$ cat config.mk
export PLATFORM = sky130hd
export DESIGN_NAME = sbs_sram_top
export DESIGN_NICKNAME = d
export VERILOG_FILES = /design/src/rtl/sbs_pkg.sv /design/src/rtl/sbs_burst.sv /design/src/rtl/sbs_wr_decode.sv /design/src/rtl/sbs_array.sv /design/src/rtl/sbs_sram_top.sv
export SDC_FILE = /design/constraint.sdc
export NUM_CORES = 1
export LEC_CHECK = 0
export BUFFER_PORTS_ARGS = -buffer_cell sky130_fd_sc_hd__buf_2
export CAP_MARGIN = 20
export CORE_MARGIN = 4
export CORE_UTILIZATION = 40
export DETAILED_ROUTE_END_ITERATION = 7
export PLACE_DENSITY = 0.63
export SLEW_MARGIN = 30
export SYNTH_ARGS = -nofsm -noshare
export SYNTH_HDL_FRONTEND = slang
export SYNTH_SLANG_ARGS = --single-unit
$ cat constraint.sdc
create_clock -name clk -period 5.1 [get_ports clk]
set_input_delay 0 -clock clk [delete_from_list [all_inputs] [get_ports clk]]
set_output_delay 0 -clock clk [all_outputs]
set_load 0.01 [all_outputs]
$ cat src/rtl/sbs_pkg.sv
package sbs_pkg;

    // Burst ordering, captured at the start of each burst.
    typedef enum logic {
        ORD_LINEAR     = 1'b0,
        ORD_INTERLEAVE = 1'b1
    } burst_ord_e;

    // Access control state kept in the top level.
    typedef struct packed {
        logic active;   // a selected burst is open
        logic rd;       // the registered cycle was a read
    } sbs_ctl_t;

endpackage

$ cat src/rtl/sbs_burst.sv
module sbs_burst
    import sbs_pkg::*;
#(
    parameter int ADDR_W = 6
) (
    input  logic              clk,
    input  logic              rst_n,
    input  logic              load,
    input  logic              step,
    input  logic              order,
    input  logic [ADDR_W-1:0] load_addr,
    output logic [ADDR_W-1:0] nxt_addr,
    output logic [ADDR_W-1:0] cur_addr
);

    localparam int HI_W = ADDR_W - 2;

    typedef struct packed {
        logic [ADDR_W-1:0] base;
        logic [1:0]        cnt;
        burst_ord_e        ord;
    } burst_st_t;

    burst_st_t st_d, st_q;
    logic [1:0] off_d, off_q;

    always_comb begin
        st_d = st_q;
        if (load) begin
            st_d.base = load_addr;
            st_d.cnt  = 2'd0;
            st_d.ord  = burst_ord_e'(order);
        end else if (step) begin
            st_d.cnt = st_q.cnt + 2'd1;
        end
        off_d = (st_d.ord == ORD_INTERLEAVE) ? (st_d.base[1:0] ^ st_d.cnt)
                                             : (st_d.base[1:0] + st_d.cnt);
        off_q = (st_q.ord == ORD_INTERLEAVE) ? (st_q.base[1:0] ^ st_q.cnt)
                                             : (st_q.base[1:0] + st_q.cnt);
        nxt_addr = {st_d.base[ADDR_W-1:2], off_d};
        cur_addr = {st_q.base[ADDR_W-1:2], off_q};
    end

    always_ff @(posedge clk or negedge rst_n) begin
        if (!rst_n) begin
            st_q <= '{base: '0, cnt: 2'd0, ord: ORD_LINEAR};
        end else begin
            st_q <= st_d;
        end
    end

    // Upper bits stay fixed while a burst advances.
    p_upper_fixed_r7: assert property (@(posedge clk) disable iff (!rst_n)
        (step && !load) |=> (cur_addr[ADDR_W-1:2] == $past(cur_addr[ADDR_W-1:2])));

    // Linear bursts add one to the low bits.
    p_linear_step_r7: assert property (@(posedge clk) disable iff (!rst_n)
        (step && !load && st_q.ord == ORD_LINEAR)
        |=> (cur_addr[1:0] == $past(cur_addr[1:0]) + 2'd1));

    // Interleaved bursts: low bits always equal start offset XOR count.
    p_interleave_r8: assert property (@(posedge clk) disable iff (!rst_n)
        (step && !load && st_q.ord == ORD_INTERLEAVE)
        |=> ((cur_addr[1:0] ^ st_q.base[1:0]) == $past(st_q.cnt) + 2'd1));

    // No load, no step: address held.
    p_hold_r9: assert property (@(posedge clk) disable iff (!rst_n)
        (!load && !step) |=> $stable(cur_addr));

    logic unused_hi;
    assign unused_hi = ^{HI_W{1'b0}};

endmodule

$ cat src/rtl/sbs_wr_decode.sv
module sbs_wr_decode #(
    parameter int LANES = 2
) (
    input  logic             gwr_n,
    input  logic             lane_en_n,
    input  logic [LANES-1:0] lane_wr_n,
    output logic [LANES-1:0] lanes
);

    always_comb begin
        if (!gwr_n) begin
            lanes = '1;
        end else if (!lane_en_n) begin
            lanes = ~lane_wr_n;
        end else begin
            lanes = '0;
        end
    end

    // Master enable off and no global write: no lane may be selected.
    always_comb begin
        if (gwr_n === 1'b1 && lane_en_n === 1'b1) begin
            a_master_off_r5: assert (lanes == '0);
        end
        if (gwr_n === 1'b0) begin
            a_global_all_r4: assert (&lanes);
        end
    end

endmodule

$ cat src/rtl/sbs_array.sv
module sbs_array #(
    parameter int ADDR_W = 6,
    parameter int LANES  = 2,
    parameter int LANE_W = 9
) (
    input  logic                    clk,
    input  logic [LANES-1:0]        we,
    input  logic [ADDR_W-1:0]       waddr,
    input  logic [LANES*LANE_W-1:0] wdata,
    input  logic [ADDR_W-1:0]       raddr,
    output logic [LANES*LANE_W-1:0] rdata
);

    localparam int DEPTH = 1 << ADDR_W;

    for (genvar g = 0; g < LANES; g++) begin : g_lane
        logic [LANE_W-1:0] mem [DEPTH];

        always_ff @(posedge clk) begin
            if (we[g]) begin
                mem[waddr] <= wdata[g*LANE_W +: LANE_W];
            end
        end

        assign rdata[g*LANE_W +: LANE_W] = mem[raddr];
    end

endmodule

$ cat src/rtl/sbs_sram_top.sv
module sbs_sram_top
    import sbs_pkg::*;
#(
    parameter int ADDR_W = 6,
    parameter int LANES  = 2,
    parameter int LANE_W = 9
) (
    input  logic                    clk,
    input  logic                    rst_n,
    input  logic [ADDR_W-1:0]       addr,
    input  logic                    start_a_n,
    input  logic                    start_b_n,
    input  logic                    adv_n,
    input  logic                    burst_order,
    input  logic                    gwr_n,
    input  logic                    lane_en_n,
    input  logic [LANES-1:0]        lane_wr_n,
    input  logic                    cs0_n,
    input  logic                    cs1,
    input  logic                    cs2_n,
    input  logic                    sleep,
    input  logic                    oe_n,
    input  logic [LANES*LANE_W-1:0] wr_data,
    output logic [LANES*LANE_W-1:0] rd_data,
    output logic                    rd_valid
);

    localparam int DATA_W = LANES * LANE_W;

    sbs_ctl_t ctl_d, ctl_q;

    logic              chip_sel;
    logic              start;
    logic              access;
    logic              load;
    logic              step;
    logic [LANES-1:0]  dec_lanes;
    logic [LANES-1:0]  wr_lanes;
    logic [ADDR_W-1:0] nxt_addr;
    logic [ADDR_W-1:0] cur_addr;
    logic [DATA_W-1:0] arr_rdata;

    sbs_wr_decode #(.LANES(LANES)) u_dec (
        .gwr_n     (gwr_n),
        .lane_en_n (lane_en_n),
        .lane_wr_n (lane_wr_n),
        .lanes     (dec_lanes)
    );

    sbs_burst #(.ADDR_W(ADDR_W)) u_burst (
        .clk       (clk),
        .rst_n     (rst_n),
        .load      (load),
        .step      (step),
        .order     (burst_order),
        .load_addr (addr),
        .nxt_addr  (nxt_addr),
        .cur_addr  (cur_addr)
    );

    sbs_array #(.ADDR_W(ADDR_W), .LANES(LANES), .LANE_W(LANE_W)) u_array (
        .clk   (clk),
        .we    (wr_lanes),
        .waddr (nxt_addr),
        .wdata (wr_data),
        .raddr (cur_addr),
        .rdata (arr_rdata)
    );

    // Next-state and access qualification.
    always_comb begin
        chip_sel = !cs0_n && cs1 && !cs2_n;
        start    = !start_a_n || !start_b_n;
        access   = !sleep && (start ? chip_sel : ctl_q.active);
        load     = !sleep && start && chip_sel;
        step     = !sleep && !start && ctl_q.active && !adv_n;
        // A start through strobe A is a read: write controls ignored.
        wr_lanes = (access && start_a_n) ? dec_lanes : '0;

        ctl_d = ctl_q;
        if (sleep) begin
            ctl_d.rd = 1'b0;
        end else if (start) begin
            ctl_d.active = chip_sel;
            ctl_d.rd     = chip_sel && (wr_lanes == '0);
        end else begin
            ctl_d.rd     = ctl_q.active && (wr_lanes == '0);
        end
    end

    always_ff @(posedge clk or negedge rst_n) begin
        if (!rst_n) begin
            ctl_q <= '{active: 1'b0, rd: 1'b0};
        end else begin
            ctl_q <= ctl_d;
        end
    end

    // Flow-through output with asynchronous enable.
    always_comb begin
        rd_valid = ctl_q.rd && !oe_n;
        rd_data  = rd_valid ? arr_rdata : '0;
    end

    p_deselect_r3: assert property (@(posedge clk) disable iff (!rst_n)
        (!sleep && start && !chip_sel) |=> !rd_valid);

    p_strobe_a_read_r6: assert property (@(posedge clk) disable iff (!rst_n)
        (!sleep && !start_a_n && chip_sel) |=> (rd_valid || oe_n));

    p_sleep_idle_r11: assert property (@(posedge clk) disable iff (!rst_n)
        sleep |=> !rd_valid);

    p_sleep_hold_r11: assert property (@(posedge clk) disable iff (!rst_n)
        sleep |=> $stable(cur_addr));

    p_write_quiet_r12: assert property (@(posedge clk) disable iff (!rst_n)
        (wr_lanes != '0) |=> !rd_valid);

    always_comb begin
        if (oe_n === 1'b1) begin
            a_oe_gate_r10: assert (rd_data == '0 && !rd_valid);
        end
    end

endmodule

==> key figures <==
Outcome
  • Status: complete, but fails checks
  • Violated checks: negative hold slack

Clocking
  • Total CTS buffers: 112
  • Clk_lat worst skew: 0.70 ns
  • Root Buffer: clkbuf_16
  • CTS clk-pin slew, worst paths: 0.06 ns
  • Post-CTS Resized: 0
  • Clock sinks: 1163
  • Post-CTS setup buffer count: 0
  • Max Buffers Root-to-Sink: 3
  • CTS tree: yes
  • Hold_buf cts: 23
  • CTS H-tree lvls: 3

Detailed routing
  • Drt first-iter violations: 3463
  • First drt pass iteration count: 8
  • DRC: 0
  • Vias per cell: 6.02
  • Post-DR wirelength/cell: 29.4 um
  • Via count: 24800
  • Final wirelength: 121 mm
  • Routed Antenna Nets: 0

Hold path
  • Hold crit path type: in -> reg
  • Worst hold path stage count: 2

Logic synthesis
  • Yosys reg bits: 1163
  • Post-synth net total: 2403
  • Prevailing post-synth register cell: edfxtp_1
  • Ys async rst share: 0.946%
  • Syn_area_per_cell: 19.5 um^2
  • EDFF count, synth: 1152
  • Post-synthesis xor/xnor area fraction: 0.279%
  • Post-Synthesis Cells: 2362
  • Post-synthesis adder-cell area fraction: 0.0543%
  • Compound-gate portion of the synthesized area: 5.16%
  • Distinct cells, synth: 58
  • YS warnings: 0
  • Part of the Yosys area used for sequential elements: 75.6%
  • Largest family of logic cells by synthesized area: multiplexers
  • Synth Cell Area: 46100 um^2
  • Post-synthesis mux area share: 13.7%
  • Synth Area in Simple Gates: 3.72%

Global route
  • Gr usage total: 19.7%
  • GRT overflow: 0
  • Largest net degree at the start of global routing: 65
  • Initial antenna violation count: 10
  • First-pass GRT wire length: 175 mm
  • Vias in the first global route: 24800

STA
  • Pins over their slew limit: 0
  • Hold slack final: -0.0179 ns
  • Slew @ Worst Pin: 1.05 ns
  • Final setup viols: 0
  • Setup TNS: 0 ns
  • Fin. Hold Viols: 8
  • RSZ-0062 raised after global routing: false
  • Peak Freq: 208 MHz
  • Fin crit share: 94.1%
  • Clock Skew: 0.0233 ns
  • Tmin final: 4.80 ns
  • Slew headroom: 29.5%

Floorplan
  • # IOs: 58
  • Core area: 114000 um^2
  • Initial Utilization: 40.3%
  • Die width: 348 um
  • Die height: 348 um
  • # rows: 124
  • Die area: 121000 um^2

Layout
  • Fin nets: 2542
  • Share of cells above drive strength 1: 25.2%
  • Util after Layout: 45.9%
  • Area growth syn-to-layout: 13.9%
  • Post-route cell area: 52500 um^2
  • Non-Filler Instances: 4115

Setup path
  • Setup crit end kind: flip-flop
  • Kind of critical path: reg -> reg
  • Critical path's slowest cell: nor2_1
  • Crit start category: flip-flop
  • Critical Path Stages: 12
  • Crit path buf inv count: 2
  • CP arrival: 5.11 ns
  • Crit-path cells: nand4b_1 -> or3_1 -> dlygate4sd3_1 -> a21oi_1 -> ha_1 -> nor2b_1 -> xnor2_1 -> xnor3_1 -> o21a_1 -> nand3_1 -> buf_4 -> nor2_1
  • Critical path peak fanout: 10
  • Critical Path RT: 5.42 ns
  • Slowest stage delay, CP: 0.72 ns
  • Crit path max-delay family: simple AND/OR/NAND/NOR gates
  • R2R cell count: 12

Power
  • PD cells: 442 nW/um^2
  • Pleak: 0.0162 uW
  • Maximum vdd drop: 0.000346 V

Place
  • PortBufs: 57
  • Post-Place Cells: 3875
  • Area after DPL: 48400 um^2
  • GPL Wtd Cong: 0.921
  • HPWL after DPL: 74.6 mm

Job
  • Number of max-cap violations: 0
==> final cells by class <==
cell class / instances / area, um^2
antenna: 5 / 12.5
multi-input combinational: 1051 / 10600
clock inverter: 78 / 900
tap: 1512 / 1890
fill: 9442 / 61800
clock buffer: 133 / 2930
timing repair buffer: 170 / 1260
sequential: 1163 / 34900
inverter: 3 / 11.3
==> worst register-to-register path, stage by stage, from the launching register on <==
cell and delay, ns:
dfrtp_1 0.36, nand4b_1 0.37, or3_1 0.44, dlygate4sd3_1 0.57
a21oi_1 0.21, ha_1 0.20, nor2b_1 0.17, xnor2_1 0.09
xnor3_1 0.24, o21a_1 0.20, nand3_1 0.41, buf_4 0.43
nor2_1 0.73
==> stage by stage <==
| step | worst slack (ns) | hold WS, ns | power (uW) |
|---|---|---|---|
| after global routing | 0.0262 | 0.0104 | 24000 |
| after floorplan | 1.81 | -0.296 | 13400 |
| after global placement | 0.823 | -0.0865 | 14700 |
| after detailed placement | 0.896 | -0.0655 | 14800 |
| final | 0.302 | -0.0179 | 23200 |
| after CTS | 0.365 | 0.000530 | 23300 |
==> power by group <==
part / internal [uW] / switching [uW] / total [uW]
Clock: 4990 / 3590 / 8580
Combinational: 1630 / 2400 / 4020
Sequential: 10500 / 74.7 / 10600
==> placed cells by master, fill, tap and decap left out, types with 15 or more instances in the layout <==
master and count:
buf_4 84, o22ai_1 47, clkinv_2 27, bufinv_16 17, clkbuf_16 114, o31ai_1 20
nand2_1 159, a21oi_1 25, mux4_2 252, mux2i_1 18, edfxtp_1 1152, o221ai_1 17
mux2_2 40, a22oi_1 23, o21ai_0 69, nor3_1 15, nor2_1 139, clkbuf_1 18
buf_2 57, dlygate4sd3_1 24
==> Yosys cell counts, types with 4 or more instances <==
cell type / instances / share of area, %
o21ai_0: 69 / 0.75
o221ai_1: 17 / 0.32
o211ai_1: 10 / 0.16
o2bb2ai_1: 9 / 0.17
clkbuf_1: 88 / 0.72
buf_6: 9 / 0.22
nand2b_1: 4 / 0.054
a211oi_1: 6 / 0.098
xnor2_1: 4 / 0.076
dfrtp_1: 11 / 0.60
and3_1: 10 / 0.14
mux2i_1: 18 / 0.39
o22a_1: 12 / 0.23
mux4_2: 252 / 12
nand2_1: 161 / 1.3
a22oi_1: 23 / 0.37
or4_1: 8 / 0.13
a311o_1: 9 / 0.20
nor3_1: 15 / 0.16
a41oi_1: 10 / 0.19
buf_4: 14 / 0.23
buf_1: 14 / 0.11
nand3_1: 14 / 0.15
a31oi_1: 11 / 0.15
mux2_2: 40 / 0.98
o31ai_1: 21 / 0.34
a221oi_1: 7 / 0.13
a21o_1: 6 / 0.098
a21oi_1: 25 / 0.27
buf_2: 18 / 0.20
nor2b_1: 9 / 0.12
edfxtp_1: 1152 / 75
a22o_1: 14 / 0.27
nor2_1: 147 / 1.2
o221a_2: 12 / 0.29
o22ai_1: 47 / 0.64
a2111oi_0: 9 / 0.17
nand4b_1: 5 / 0.095
nand4_1: 13 / 0.18
a311oi_1: 10 / 0.19
==> cell families (layout without fill, tap and decap cells) <==
| family | after synthesis | count (layout) |
|---|---|---|
| xor gates and xnor gates | 8 | 8 |
| other | 0 | 5 |
| AOI/OAI and AO/OA | 333 | 333 |
| adders and majority gates | 2 | 2 |
| muxes | 310 | 310 |
| and+or+nand+nor | 398 | 398 |
| buffers and inverters | 148 | 384 |
| DFF | 1163 | 1163 |
==> metal layers <==
metal	track usage (%)	part of all wire [%]
met5	0	0.018
met4	5.65	2.8
met3	4.44	11
met2	30.2	46
met1	28.6	41
==> state kept, by name, indices dropped and copies added (netlist names) <==
register and count:
u_burst.cur_addr 4, ctl_q 2, u_array.g_lane.mem 1152, u_burst.st_q 5
==> final timing paths <==
check	from	endpoint	slack (ns)
min in group asynchronous	rst_n	ctl_q[1]	0.43
max in group asynchronous	rst_n	u_burst.cur_addr[2]	4.08
min	wr_data[3]	u_array.g_lane[0].mem[16][3]	-0.02
min reg2reg	ctl_q[1]	ctl_q[1]	0.51
max reg2reg	ctl_q[1]	u_array.g_lane[0].mem[23][1]	0.30
max	ctl_q[1]	u_array.g_lane[0].mem[23][1]	0.30
Note: power is estimated with default switching activity, not from simulation.
